File: config.mk
export PLATFORM = sky130hd
export DESIGN_NAME = pcs_mgmt_regs
export DESIGN_NICKNAME = d
export VERILOG_FILES = /design/src/rtl/pcs_mgmt_pkg.sv /design/src/rtl/pcs_mgmt_decode.sv /design/src/rtl/pcs_mgmt_ctrl.sv /design/src/rtl/pcs_mgmt_anstat.sv /design/src/rtl/pcs_mgmt_regs.sv
export SDC_FILE = /design/constraint.sdc
export NUM_CORES = 1
export LEC_CHECK = 0
export ABC_AREA = 1
export BUFFER_PORTS_ARGS = -buffer_cell sky130_fd_sc_hd__buf_4
export CAP_MARGIN = 25
export CORE_MARGIN = 5
export CORE_UTILIZATION = 52
export DETAILED_ROUTE_END_ITERATION = 16
export PLACE_DENSITY = 0.81
export SLEW_MARGIN = 10
export SYNTH_ARGS = -nofsm -noshare
export SYNTH_HDL_FRONTEND = slang
export SYNTH_HIERARCHICAL = 1
export SYNTH_SLANG_ARGS = --single-unit
File: constraint.sdc
create_clock -name clk -period 5.3 [get_ports clk]
set_clock_uncertainty 0.1 [all_clocks]
set_input_delay 0 -clock clk [delete_from_list [all_inputs] [get_ports clk]]
set_output_delay 0 -clock clk [all_outputs]
set_load 0.01 [all_outputs]
File: src/rtl/pcs_mgmt_pkg.sv
package pcs_mgmt_pkg;

    localparam int REG_W = 16;

    localparam logic [15:0] OFF_GLB_CTL   = 16'h0009;
    localparam logic [15:0] OFF_LNK_CTL   = 16'h0000;
    localparam logic [15:0] OFF_ADV       = 16'h0004;
    localparam logic [15:0] OFF_LPA       = 16'h0005;
    localparam logic [15:0] OFF_DIG1      = 16'h8000;
    localparam logic [15:0] OFF_ANCTL     = 16'h8001;
    localparam logic [15:0] OFF_ANSTAT    = 16'h8002;

    localparam int BIT_LOOPBACK = 14;
    localparam int BIT_AN_EN    = 12;
    localparam int BIT_RESTART  = 9;
    localparam int ABIL_LO      = 5;
    localparam int ABIL_HI      = 8;

    typedef enum logic [2:0] {
        SEL_NONE,
        SEL_GLB_CTL,
        SEL_LNK_CTL,
        SEL_ADV,
        SEL_LPA,
        SEL_DIG1,
        SEL_ANCTL,
        SEL_ANSTAT
    } reg_sel_e;

    typedef struct packed {
        logic       link;
        logic [1:0] speed;
        logic       full_dup;
    } an_result_t;

    typedef struct packed {
        logic                     mmd_en;
        logic                     an_en;
        logic                     loopback;
        logic                     phy_mode;
        logic                     irq_en;
        logic [1:0]               pcs_mode;
        logic                     phy_side;
        logic [ABIL_HI-ABIL_LO:0] adv;
    } ctrl_cfg_t;

    function automatic logic [REG_W-1:0] status_word(input logic flag, input an_result_t r);
        return {{(REG_W-5){1'b0}}, r.link, r.speed, r.full_dup, flag};
    endfunction

    function automatic logic [REG_W-1:0] link_ctl_word(input ctrl_cfg_t c);
        logic [REG_W-1:0] w;
        w = '0;
        w[BIT_LOOPBACK] = c.loopback;
        w[BIT_AN_EN]    = c.an_en;
        return w;
    endfunction

endpackage

File: src/rtl/pcs_mgmt_decode.sv
module pcs_mgmt_decode
    import pcs_mgmt_pkg::*;
#(
    parameter int          DEV_W    = 5,
    parameter int          OFF_W    = 16,
    parameter int unsigned CTRL_DEV = 30,
    parameter int unsigned MII_DEV  = 31
) (
    input  logic [DEV_W-1:0] dev,
    input  logic [OFF_W-1:0] off,
    input  logic             mii_en,
    output reg_sel_e         sel
);

    localparam logic [DEV_W-1:0] GLB_DEV = DEV_W'(CTRL_DEV);
    localparam logic [DEV_W-1:0] LNK_DEV = DEV_W'(MII_DEV);

    always_comb begin
        sel = SEL_NONE;
        if (dev == GLB_DEV) begin
            if (off == OFF_W'(OFF_GLB_CTL)) sel = SEL_GLB_CTL;
        end else if (dev == LNK_DEV && mii_en) begin
            case (off)
                OFF_W'(OFF_LNK_CTL): sel = SEL_LNK_CTL;
                OFF_W'(OFF_ADV):     sel = SEL_ADV;
                OFF_W'(OFF_LPA):     sel = SEL_LPA;
                OFF_W'(OFF_DIG1):    sel = SEL_DIG1;
                OFF_W'(OFF_ANCTL):   sel = SEL_ANCTL;
                OFF_W'(OFF_ANSTAT):  sel = SEL_ANSTAT;
                default:             sel = SEL_NONE;
            endcase
        end
    end

endmodule

File: src/rtl/pcs_mgmt_ctrl.sv
module pcs_mgmt_ctrl
    import pcs_mgmt_pkg::*;
(
    input  logic             clk,
    input  logic             rst,
    input  logic             wr,
    input  reg_sel_e         sel,
    input  logic [REG_W-1:0] wdata,
    output ctrl_cfg_t        cfg,
    output logic             restart
);

    always_ff @(posedge clk) begin
        if (rst) begin
            cfg        <= '0;
            cfg.mmd_en <= 1'b1;
            restart    <= 1'b0;
        end else begin
            restart <= 1'b0;
            if (wr) begin
                case (sel)
                    SEL_GLB_CTL: cfg.mmd_en <= wdata[0];
                    SEL_LNK_CTL: begin
                        cfg.an_en    <= wdata[BIT_AN_EN];
                        cfg.loopback <= wdata[BIT_LOOPBACK];
                        restart      <= wdata[BIT_RESTART];
                    end
                    SEL_ADV:  cfg.adv <= wdata[ABIL_HI:ABIL_LO];
                    SEL_DIG1: cfg.phy_mode <= wdata[0];
                    SEL_ANCTL: begin
                        cfg.irq_en   <= wdata[0];
                        cfg.pcs_mode <= wdata[2:1];
                        cfg.phy_side <= wdata[3];
                    end
                    default: ;
                endcase
            end
        end
    end

    // a restart pulse only follows a link-control write carrying the restart bit
    assert_restart_src_R4: assert property (@(posedge clk) disable iff (rst)
        restart |-> $past(wr && sel == SEL_LNK_CTL && wdata[BIT_RESTART]));

endmodule

File: src/rtl/pcs_mgmt_anstat.sv
module pcs_mgmt_anstat
    import pcs_mgmt_pkg::*;
(
    input  logic             clk,
    input  logic             rst,
    input  logic             wr,
    input  reg_sel_e         sel,
    input  logic [REG_W-1:0] wdata,
    input  logic             an_done,
    input  an_result_t       an_res,
    input  logic [REG_W-1:0] lp_word,
    input  logic             irq_en,
    output logic             flag,
    output an_result_t       res_q,
    output logic [REG_W-1:0] lp_q,
    output logic             irq
);

    logic clr_req;
    assign clr_req = wr && (sel == SEL_ANSTAT) && !wdata[0];

    always_ff @(posedge clk) begin
        if (rst) begin
            flag  <= 1'b0;
            res_q <= '0;
            lp_q  <= '0;
            irq   <= 1'b0;
        end else begin
            if (an_done) begin
                flag  <= 1'b1;
                res_q <= an_res;
                lp_q  <= lp_word;
            end else if (clr_req) begin
                flag <= 1'b0;
            end
            irq <= flag & irq_en;
        end
    end

    // completion event wins over a same-cycle clear
    assert_set_wins_R8: assert property (@(posedge clk) disable iff (rst)
        an_done |=> flag);

    // clearing write without an event drops the flag
    assert_clear_flag_R8: assert property (@(posedge clk) disable iff (rst)
        (clr_req && !an_done) |=> !flag);

    // interrupt stays low while masked
    assert_irq_masked_R9: assert property (@(posedge clk) disable iff (rst)
        !$past(irq_en) |-> !irq);

    // partner word only changes on a completion event
    assert_lp_hold_R10: assert property (@(posedge clk) disable iff (rst)
        (!$past(an_done) && !$past(rst)) |-> $stable(lp_q));

endmodule

File: src/rtl/pcs_mgmt_regs.sv
module pcs_mgmt_regs
    import pcs_mgmt_pkg::*;
#(
    parameter int          DEV_W    = 5,
    parameter int          OFF_W    = 16,
    parameter int unsigned CTRL_DEV = 30,
    parameter int unsigned MII_DEV  = 31
) (
    input  logic             clk,
    input  logic             rst,
    input  logic             reg_wr,
    input  logic             reg_rd,
    input  logic [DEV_W-1:0] reg_dev,
    input  logic [OFF_W-1:0] reg_off,
    input  logic [15:0]      reg_wdata,
    output logic [15:0]      reg_rdata,
    output logic             reg_rvalid,
    input  logic             an_done,
    input  logic             an_link,
    input  logic [1:0]       an_speed,
    input  logic             an_full_dup,
    input  logic [15:0]      an_lp_word,
    output logic             mii_mmd_en,
    output logic             an_enable,
    output logic             an_restart,
    output logic             loopback_en,
    output logic             sgmii_phy_mode,
    output logic [1:0]       pcs_mode,
    output logic             sgmii_phy_side,
    output logic             an_irq
);

    reg_sel_e         sel;
    ctrl_cfg_t        cfg;
    logic             flag;
    an_result_t       res_q;
    an_result_t       res_in;
    logic [REG_W-1:0] lp_q;
    logic [REG_W-1:0] rd_word;
    logic [REG_W-1:0] rdata_q;
    logic             rvalid_q;

    assign res_in = '{link: an_link, speed: an_speed, full_dup: an_full_dup};

    pcs_mgmt_decode #(
        .DEV_W(DEV_W), .OFF_W(OFF_W), .CTRL_DEV(CTRL_DEV), .MII_DEV(MII_DEV)
    ) u_decode (
        .dev(reg_dev), .off(reg_off), .mii_en(cfg.mmd_en), .sel(sel)
    );

    pcs_mgmt_ctrl u_ctrl (
        .clk(clk), .rst(rst), .wr(reg_wr), .sel(sel), .wdata(reg_wdata),
        .cfg(cfg), .restart(an_restart)
    );

    pcs_mgmt_anstat u_anstat (
        .clk(clk), .rst(rst), .wr(reg_wr), .sel(sel), .wdata(reg_wdata),
        .an_done(an_done), .an_res(res_in), .lp_word(an_lp_word),
        .irq_en(cfg.irq_en), .flag(flag), .res_q(res_q), .lp_q(lp_q), .irq(an_irq)
    );

    always_comb begin
        case (sel)
            SEL_GLB_CTL: rd_word = REG_W'(cfg.mmd_en);
            SEL_LNK_CTL: rd_word = link_ctl_word(cfg);
            SEL_ADV:     rd_word = REG_W'({cfg.adv, {ABIL_LO{1'b0}}});
            SEL_LPA:     rd_word = lp_q;
            SEL_DIG1:    rd_word = REG_W'(cfg.phy_mode);
            SEL_ANCTL:   rd_word = REG_W'({cfg.phy_side, cfg.pcs_mode, cfg.irq_en});
            SEL_ANSTAT:  rd_word = status_word(flag, res_q);
            default:     rd_word = '0;
        endcase
    end

    always_ff @(posedge clk) begin
        if (rst) begin
            rdata_q  <= '0;
            rvalid_q <= 1'b0;
        end else begin
            rvalid_q <= reg_rd;
            rdata_q  <= reg_rd ? rd_word : '0;
        end
    end

    assign reg_rdata      = rdata_q;
    assign reg_rvalid     = rvalid_q;
    assign mii_mmd_en     = cfg.mmd_en;
    assign an_enable      = cfg.an_en;
    assign loopback_en    = cfg.loopback;
    assign sgmii_phy_mode = cfg.phy_mode;
    assign pcs_mode       = cfg.pcs_mode;
    assign sgmii_phy_side = cfg.phy_side;

    // data bus idles at zero outside a read response
    assert_rdata_idle_R2: assert property (@(posedge clk) disable iff (rst)
        !reg_rvalid |-> reg_rdata == '0);

    // valid strobe follows a read request by one cycle
    assert_rvalid_lat_R2: assert property (@(posedge clk) disable iff (rst)
        reg_rd |=> reg_rvalid);

endmodule

### After elaboration in Yosys (flattened, before gate mapping)

Cells that the tools add are included.
W data, S select, Z words.

| storage, ports and cells | value |
|---|---|
| register bits | 52 |
| input bits | 62 |
| output and inout bits | 26 |
| logic and storage cells | 56 |

| cells by class | value |
|---|---|
| equality and inequality tests | 15 |
| muxes and demuxes | 7 |
| bitwise logic cells | 4 |
| reduce and logical (&&, ||, !) cells | 13 |

Operators with widths:

| cell | number |
|---|---|
| $pmux W16 S7 | 1 |
| $eq A16 B16 Y1 const B | 3 |
| $eq A16 B3 Y1 const B | 2 |
| $pmux W3 S6 | 1 |
| $eq A16 B4 Y1 const B | 1 |
| $logic_not A16 Y1 | 1 |
| $eq A3 B3 Y1 const B | 4 |
| $eq A5 B5 Y1 const B | 2 |
| $reduce_and A2 Y1 | 5 |
| $eq A3 B2 Y1 const B | 2 |
| $mux W3 | 2 |
| $eq A3 B1 Y1 const B | 1 |
| $logic_and A1 B1 Y1 | 3 |
| $mux W1 | 3 |
| $not A1 Y1 | 3 |
| $reduce_or A3 Y1 | 1 |
| $reduce_bool A2 Y1 | 1 |
| $reduce_or A2 Y1 | 1 |
| $and A1 B1 Y1 | 1 |
| $logic_not A1 Y1 | 1 |

### Longest topological paths before layout

| logic depth | value |
|---|---|
| depth after elaboration | 9 |
| depth in mapped cells | 14 |
| depth with buffers taken out | 14 |

### By module

Netlist, hierarchy kept.

By module, submodules not included:

| module | times used | cells an instance | area each (um^2) | seq. area each (um^2) |
|---|---|---|---|---|
| pcs_mgmt_anstat | 1 | 102 | 788.3 | 440.4 |
| pcs_mgmt_regs | 1 | 93 | 744.5 | 340.3 |
| pcs_mgmt_ctrl | 1 | 91 | 576.8 | 260.2 |
| pcs_mgmt_decode | 1 | 49 | 220.2 | 0.0 |

### Worst setup path before layout

Ideal clock, no wire load.

| timing | value |
|---|---|
| path type | register to register |
| from | reg, netlist name u_ctrl/cfg[11] |
| to | reg rdata_q[12] (netlist: reg_rdata[12]) |
| setup time | 0.066 ns |
| arrival | 1.638 ns |
| required time | 5.134 ns |
| path slack | 3.496 ns |
| cell stages (with the launch flop) | 8 |
| path buffers | 1 |
| clock period less this slack | 1.804 ns |
| cell sequence | dfxtp_1 > nand3_1 > a21oi_1 > inv_2 > nor3_4 > buf_6 > nand2_2 > a21oi_2 |

| between the ends | value |
|---|---|
| cells in the longest elaborated chain, start to end | 5 |
| elaborated cells on any way between the ends | 11 |
| classes of those cells | eq/ne: 7; mux: 3; reduce/logical: 1 |

RTL lines:

| what | line | text |
|---|---|---|
| $logic_and A1 B1 Y1 (*) | pcs_mgmt_decode.sv:22 | `end else if (dev == LNK_DEV && mii_en) begin` |
| $mux W3 (*) | pcs_mgmt_decode.sv:22 |  |
| $mux W3 (*) | pcs_mgmt_decode.sv:20 | `if (dev == GLB_DEV) begin` |
| net sel[2] | pcs_mgmt_regs.sv:33 | `reg_sel_e sel;` |
| $eq A3 B3 Y1 (tied with other cells) | pcs_mgmt_regs.sv:63 | `case (sel)` |
| $pmux W16 S7 (*) | pcs_mgmt_regs.sv:63 |  |
| end signal, assigned | pcs_mgmt_regs.sv:81 | `rdata_q <= reg_rd ? rd_word : '0;` |
| end, declared | pcs_mgmt_regs.sv:40 | `logic [REG_W-1:0] rdata_q;` |

Mark *: on every way through the listed nets, which the timed path passes. The rest lies on a longest branch.
A chain may end at the register's enable or synchronous reset.

### Final worst setup path

| timing | value |
|---|---|
| from | reg, netlist name u_ctrl/cfg[11] |
| to | reg u_ctrl.restart |

| between the ends | value |
|---|---|
| cells in the longest elaborated chain, start to end | 6 |

RTL lines:

| what | line | text |
|---|---|---|
| $logic_and A1 B1 Y1 | pcs_mgmt_decode.sv:22 |  |
| $mux W3 | pcs_mgmt_decode.sv:22 |  |
| $mux W3 | pcs_mgmt_decode.sv:20 |  |
| net sel[0] | pcs_mgmt_regs.sv:33 |  |
| $eq A3 B2 Y1 | pcs_mgmt_ctrl.sv:21 | `case (sel)` |
| $not A1 Y1 (no source line) | - |  |
| $reduce_or A3 Y1 (no source line) | - |  |
| end signal, assigned | pcs_mgmt_ctrl.sv:26 | `restart <= wdata[BIT_RESTART];` |
| end, declared | pcs_mgmt_ctrl.sv:10 | `output logic restart` |

The timed path passes the listed nets, and every way through them passes these cells.

==> results.sh <==
export IMPL_final_util_pct=78.2
export IMPL_worst_hold_path_type="in -> reg"
export IMPL_rsz0062_at_grt="no"
export IMPL_clockRootBuffer="clkbuf_8"
export IMPL_hold_violations=0
export IMPL_first_pass_iters=4
export IMPL_ys_warn_count=6
export IMPL_p_seq_share_pct=55.8
export IMPL_p_comb_share_pct=13.3
export IMPL_outcome="finished, final reports clean"
export IMPL_clk_pin_slew_worst_paths_ns=0.09
export IMPL_arrival_ns=2.49
export IMPL_die_area_um2=5920
export IMPL_clk_path_buf_depth=2
export IMPL_p_total_mw=0.732
export IMPL_peakVddDrop_mv=0.182
export IMPL_gr_total_overflow=0
export IMPL_fill_cells=310
export IMPL_grt_pass1_vias=2466
export IMPL_finalNetCount=511
export IMPL_max_cap_viol_count=0
export IMPL_cp_max_fo=16
export IMPL_syn_to_final_growth_pct=46.2
export IMPL_synth_area_per_cell_um2=6.95
export IMPL_layout_drive_gt1_share_pct=24.7
export IMPL_antenna_found_initial=0
export IMPL_rrSetupSlack_ns=2.92
export IMPL_drv_slew=0
export IMPL_dp_final_hpwl_um=4240
export IMPL_holdBufCountCts=38
export IMPL_power_switching_mw=0.179
export IMPL_grt_pass1_wl_um=11100
export IMPL_initial_core_util_pct=53.5
export IMPL_min_period_ns=2.38
export IMPL_fin_ws_ns=2.92
export IMPL_tightest_slew_ns=0.692
export IMPL_routed_wirelength_um=6640
export IMPL_p_per_area_nw_per_um2=215
export IMPL_crit_type="reg -> reg"
export IMPL_clockPowerShare_pct=31.0
export IMPL_post_cts_setup_buffers=0
export IMPL_final_setup_tns_ns=0
export IMPL_end_kind="flip-flop"
export IMPL_slowest_delay_ns=0.54
export IMPL_worst_setup_path_start_kind="flip-flop"
export IMPL_clock_latency_ns=0.31
export IMPL_slew_headroom_pct=53.8
export IMPL_grt_max_degree=24
export IMPL_place_gp_congestion=0.812
export IMPL_postCtsResizedCells=0
export IMPL_swShare_pct=24.5
export IMPL_setup_viol=0
export IMPL_core_area_um2=4350
export IMPL_cpMaxStageDelayCell="dlygate4sd3_1"
export IMPL_instances_no_fill=502
export IMPL_cts_tree="built"
export IMPL_port_buffers=82
export IMPL_dp_cells=455
export IMPL_num_rows=24
export IMPL_ys_seq_elements=52
export IMPL_post_route_period_util_pct=45.0
export IMPL_die_h_um=76.9
export IMPL_synth_nets=397
export IMPL_drt_initial_drc_count=123
export IMPL_htreeDepth=2
export IMPL_seq_area_frac_synth_pct=44.7
export IMPL_antennaDiodeCount=0
export IMPL_cts_sink_count=52
export IMPL_synthCells=335
export IMPL_fmax_ghz=0.419
export IMPL_cts_buffers=5
export IMPL_cellLeakagePower_nw=1.60
export IMPL_die_w_um=76.9
export IMPL_drt_wirelength_per_cell_um=13.2
export IMPL_place_ws_ns=3.01
export IMPL_syn_area_um2=2330
export IMPL_crit_chain="nand3_1 -> nor2b_1 -> nand2_1 -> nand2_1 -> inv_1 -> nand2_1 -> nor2_1 -> nand2_1 -> nor2_1 -> dlygate4sd3_1"
export IMPL_ant_nets=0
export IMPL_dr_total_vias=2523
export IMPL_grt_use_total_pct=22.7
export IMPL_cpMostUsedCell="nand2_1"
export IMPL_ys_types=23
export IMPL_drcViolationCount=0
export IMPL_worst_ep_required_time_ns=5.40
export IMPL_p_int_mw=0.553
export IMPL_boundaryPins=88
export IMPL_vias_per_cell=5.03
==> critical path: cells and delay by family, from the launching register on <==
family,cells,cell delay (ns)
AND/OR/NAND/NOR,8,1.12
buffers and inverters,2,0.67
flip-flops,1,0.39
==> layout make-up <==
class / instances / area, um2 / area share, %
Multi-Input combinational cell: 233 / 1070 / 31.3
Sequential cell: 52 / 1040 / 30.6
Timing Repair Buffer: 122 / 1010 / 29.8
Inverter: 35 / 131 / 3.86
Clock buffer: 6 / 72.6 / 2.13
Tap cell: 52 / 65.1 / 1.91
Clock inverter: 2 / 16.3 / 0.477
==> synth_stat cells, drive strengths merged <==
| master | n | share of area (%) |
|---|---|---|
| or2 | 1 | 0.27 |
| nand2 | 59 | 10 |
| clkbuf | 1 | 0.16 |
| nand3b | 1 | 0.32 |
| nor2b | 1 | 0.27 |
| nor3 | 1 | 0.70 |
| nand3 | 26 | 5.6 |
| a21oi | 12 | 3.4 |
| and2 | 1 | 0.27 |
| nor2 | 95 | 16 |
| o21ai | 20 | 4.3 |
| buf | 14 | 3.9 |
| inv | 35 | 5.6 |
| nand4 | 16 | 4.3 |
| dfxtp | 52 | 45 |
==> power groups by stage <==
| stage | sequential [mW] | combinational, mW | clock, mW |
|---|---|---|---|
| final | 0.408 | 0.0970 | 0.227 |
| after floorplan | 0.416 | 0.0341 | 0 |
| after detailed placement | 0.417 | 0.0715 | 0 |
| after global placement | 0.417 | 0.0697 | 0 |
| after global routing | 0.410 | 0.107 | 0.246 |
| after CTS | 0.408 | 0.0947 | 0.229 |
==> logic make-up after synthesis <==
group | share of synthesized area [%]
AO/OA/AOI/OAI | 7.68
buffers and inverters | 9.72
flip-flops | 44.7
AND/OR/NAND/NOR | 37.9
==> metrics by stage <==
stage / hold slack (ns) / cell area, um2
4_1_cts: 0.0317 / 3400
5_1_grt: 0.0714 / 3410
6_report: 0.0375 / 3410
3_3_place_gp: 0.116 / 2930
2_1_floorplan: -0.0284 / 2330
3_5_place_dp: 0.126 / 2930
==> cell usage in the layout (no fill, tap or decap), types with 2 or more instances in the layout <==
cell type	netlist	final
o21ai_0	16	16
nand2_2	6	6
o21ai_1	4	4
nand4_1	16	16
a21oi_2	5	6
inv_2	2	2
inv_1	33	33
a21oi_1	7	6
clkbuf_8	0	5
nor2_1	90	90
nand2_1	53	53
nand3_1	26	26
buf_4	6	83
nor2_2	4	4
dfxtp_1	52	52
dlygate4sd3_1	0	38
==> layer usage <==
metal  up-vias  GRT usage (%)  wire length [um]  part of all wire [%]
li1       1287              -                 -                     -
met1      1141           26.4              2650                    40
met2        84           40.4              3530                    53
met3        11           5.74               358                   5.4
met4         0           6.99               106                   1.6
met5         -              0                 0                     0
==> final timing paths <==
kind | start | to | cells after the start
worst min register to register | u_anstat/lp_q[9] | reg_rdata[9] | 2
worst max-delay path | u_ctrl/cfg[11] | u_ctrl/restart | 10
worst min-delay path | reg_wr | u_ctrl/cfg[6] | 5
worst max register to register | u_ctrl/cfg[11] | u_ctrl/restart | 10
==> state kept, by name (all words and copies together), names as in the netlist <==
register,cells
reg_rdata,16
u_anstat/lp_q,16
u_ctrl/cfg,12
u_anstat/res_q,4
reg_rvalid,1
u_anstat/flag,1
u_anstat/irq,1
u_ctrl/restart,1
Power figures use the tool's default switching activity.
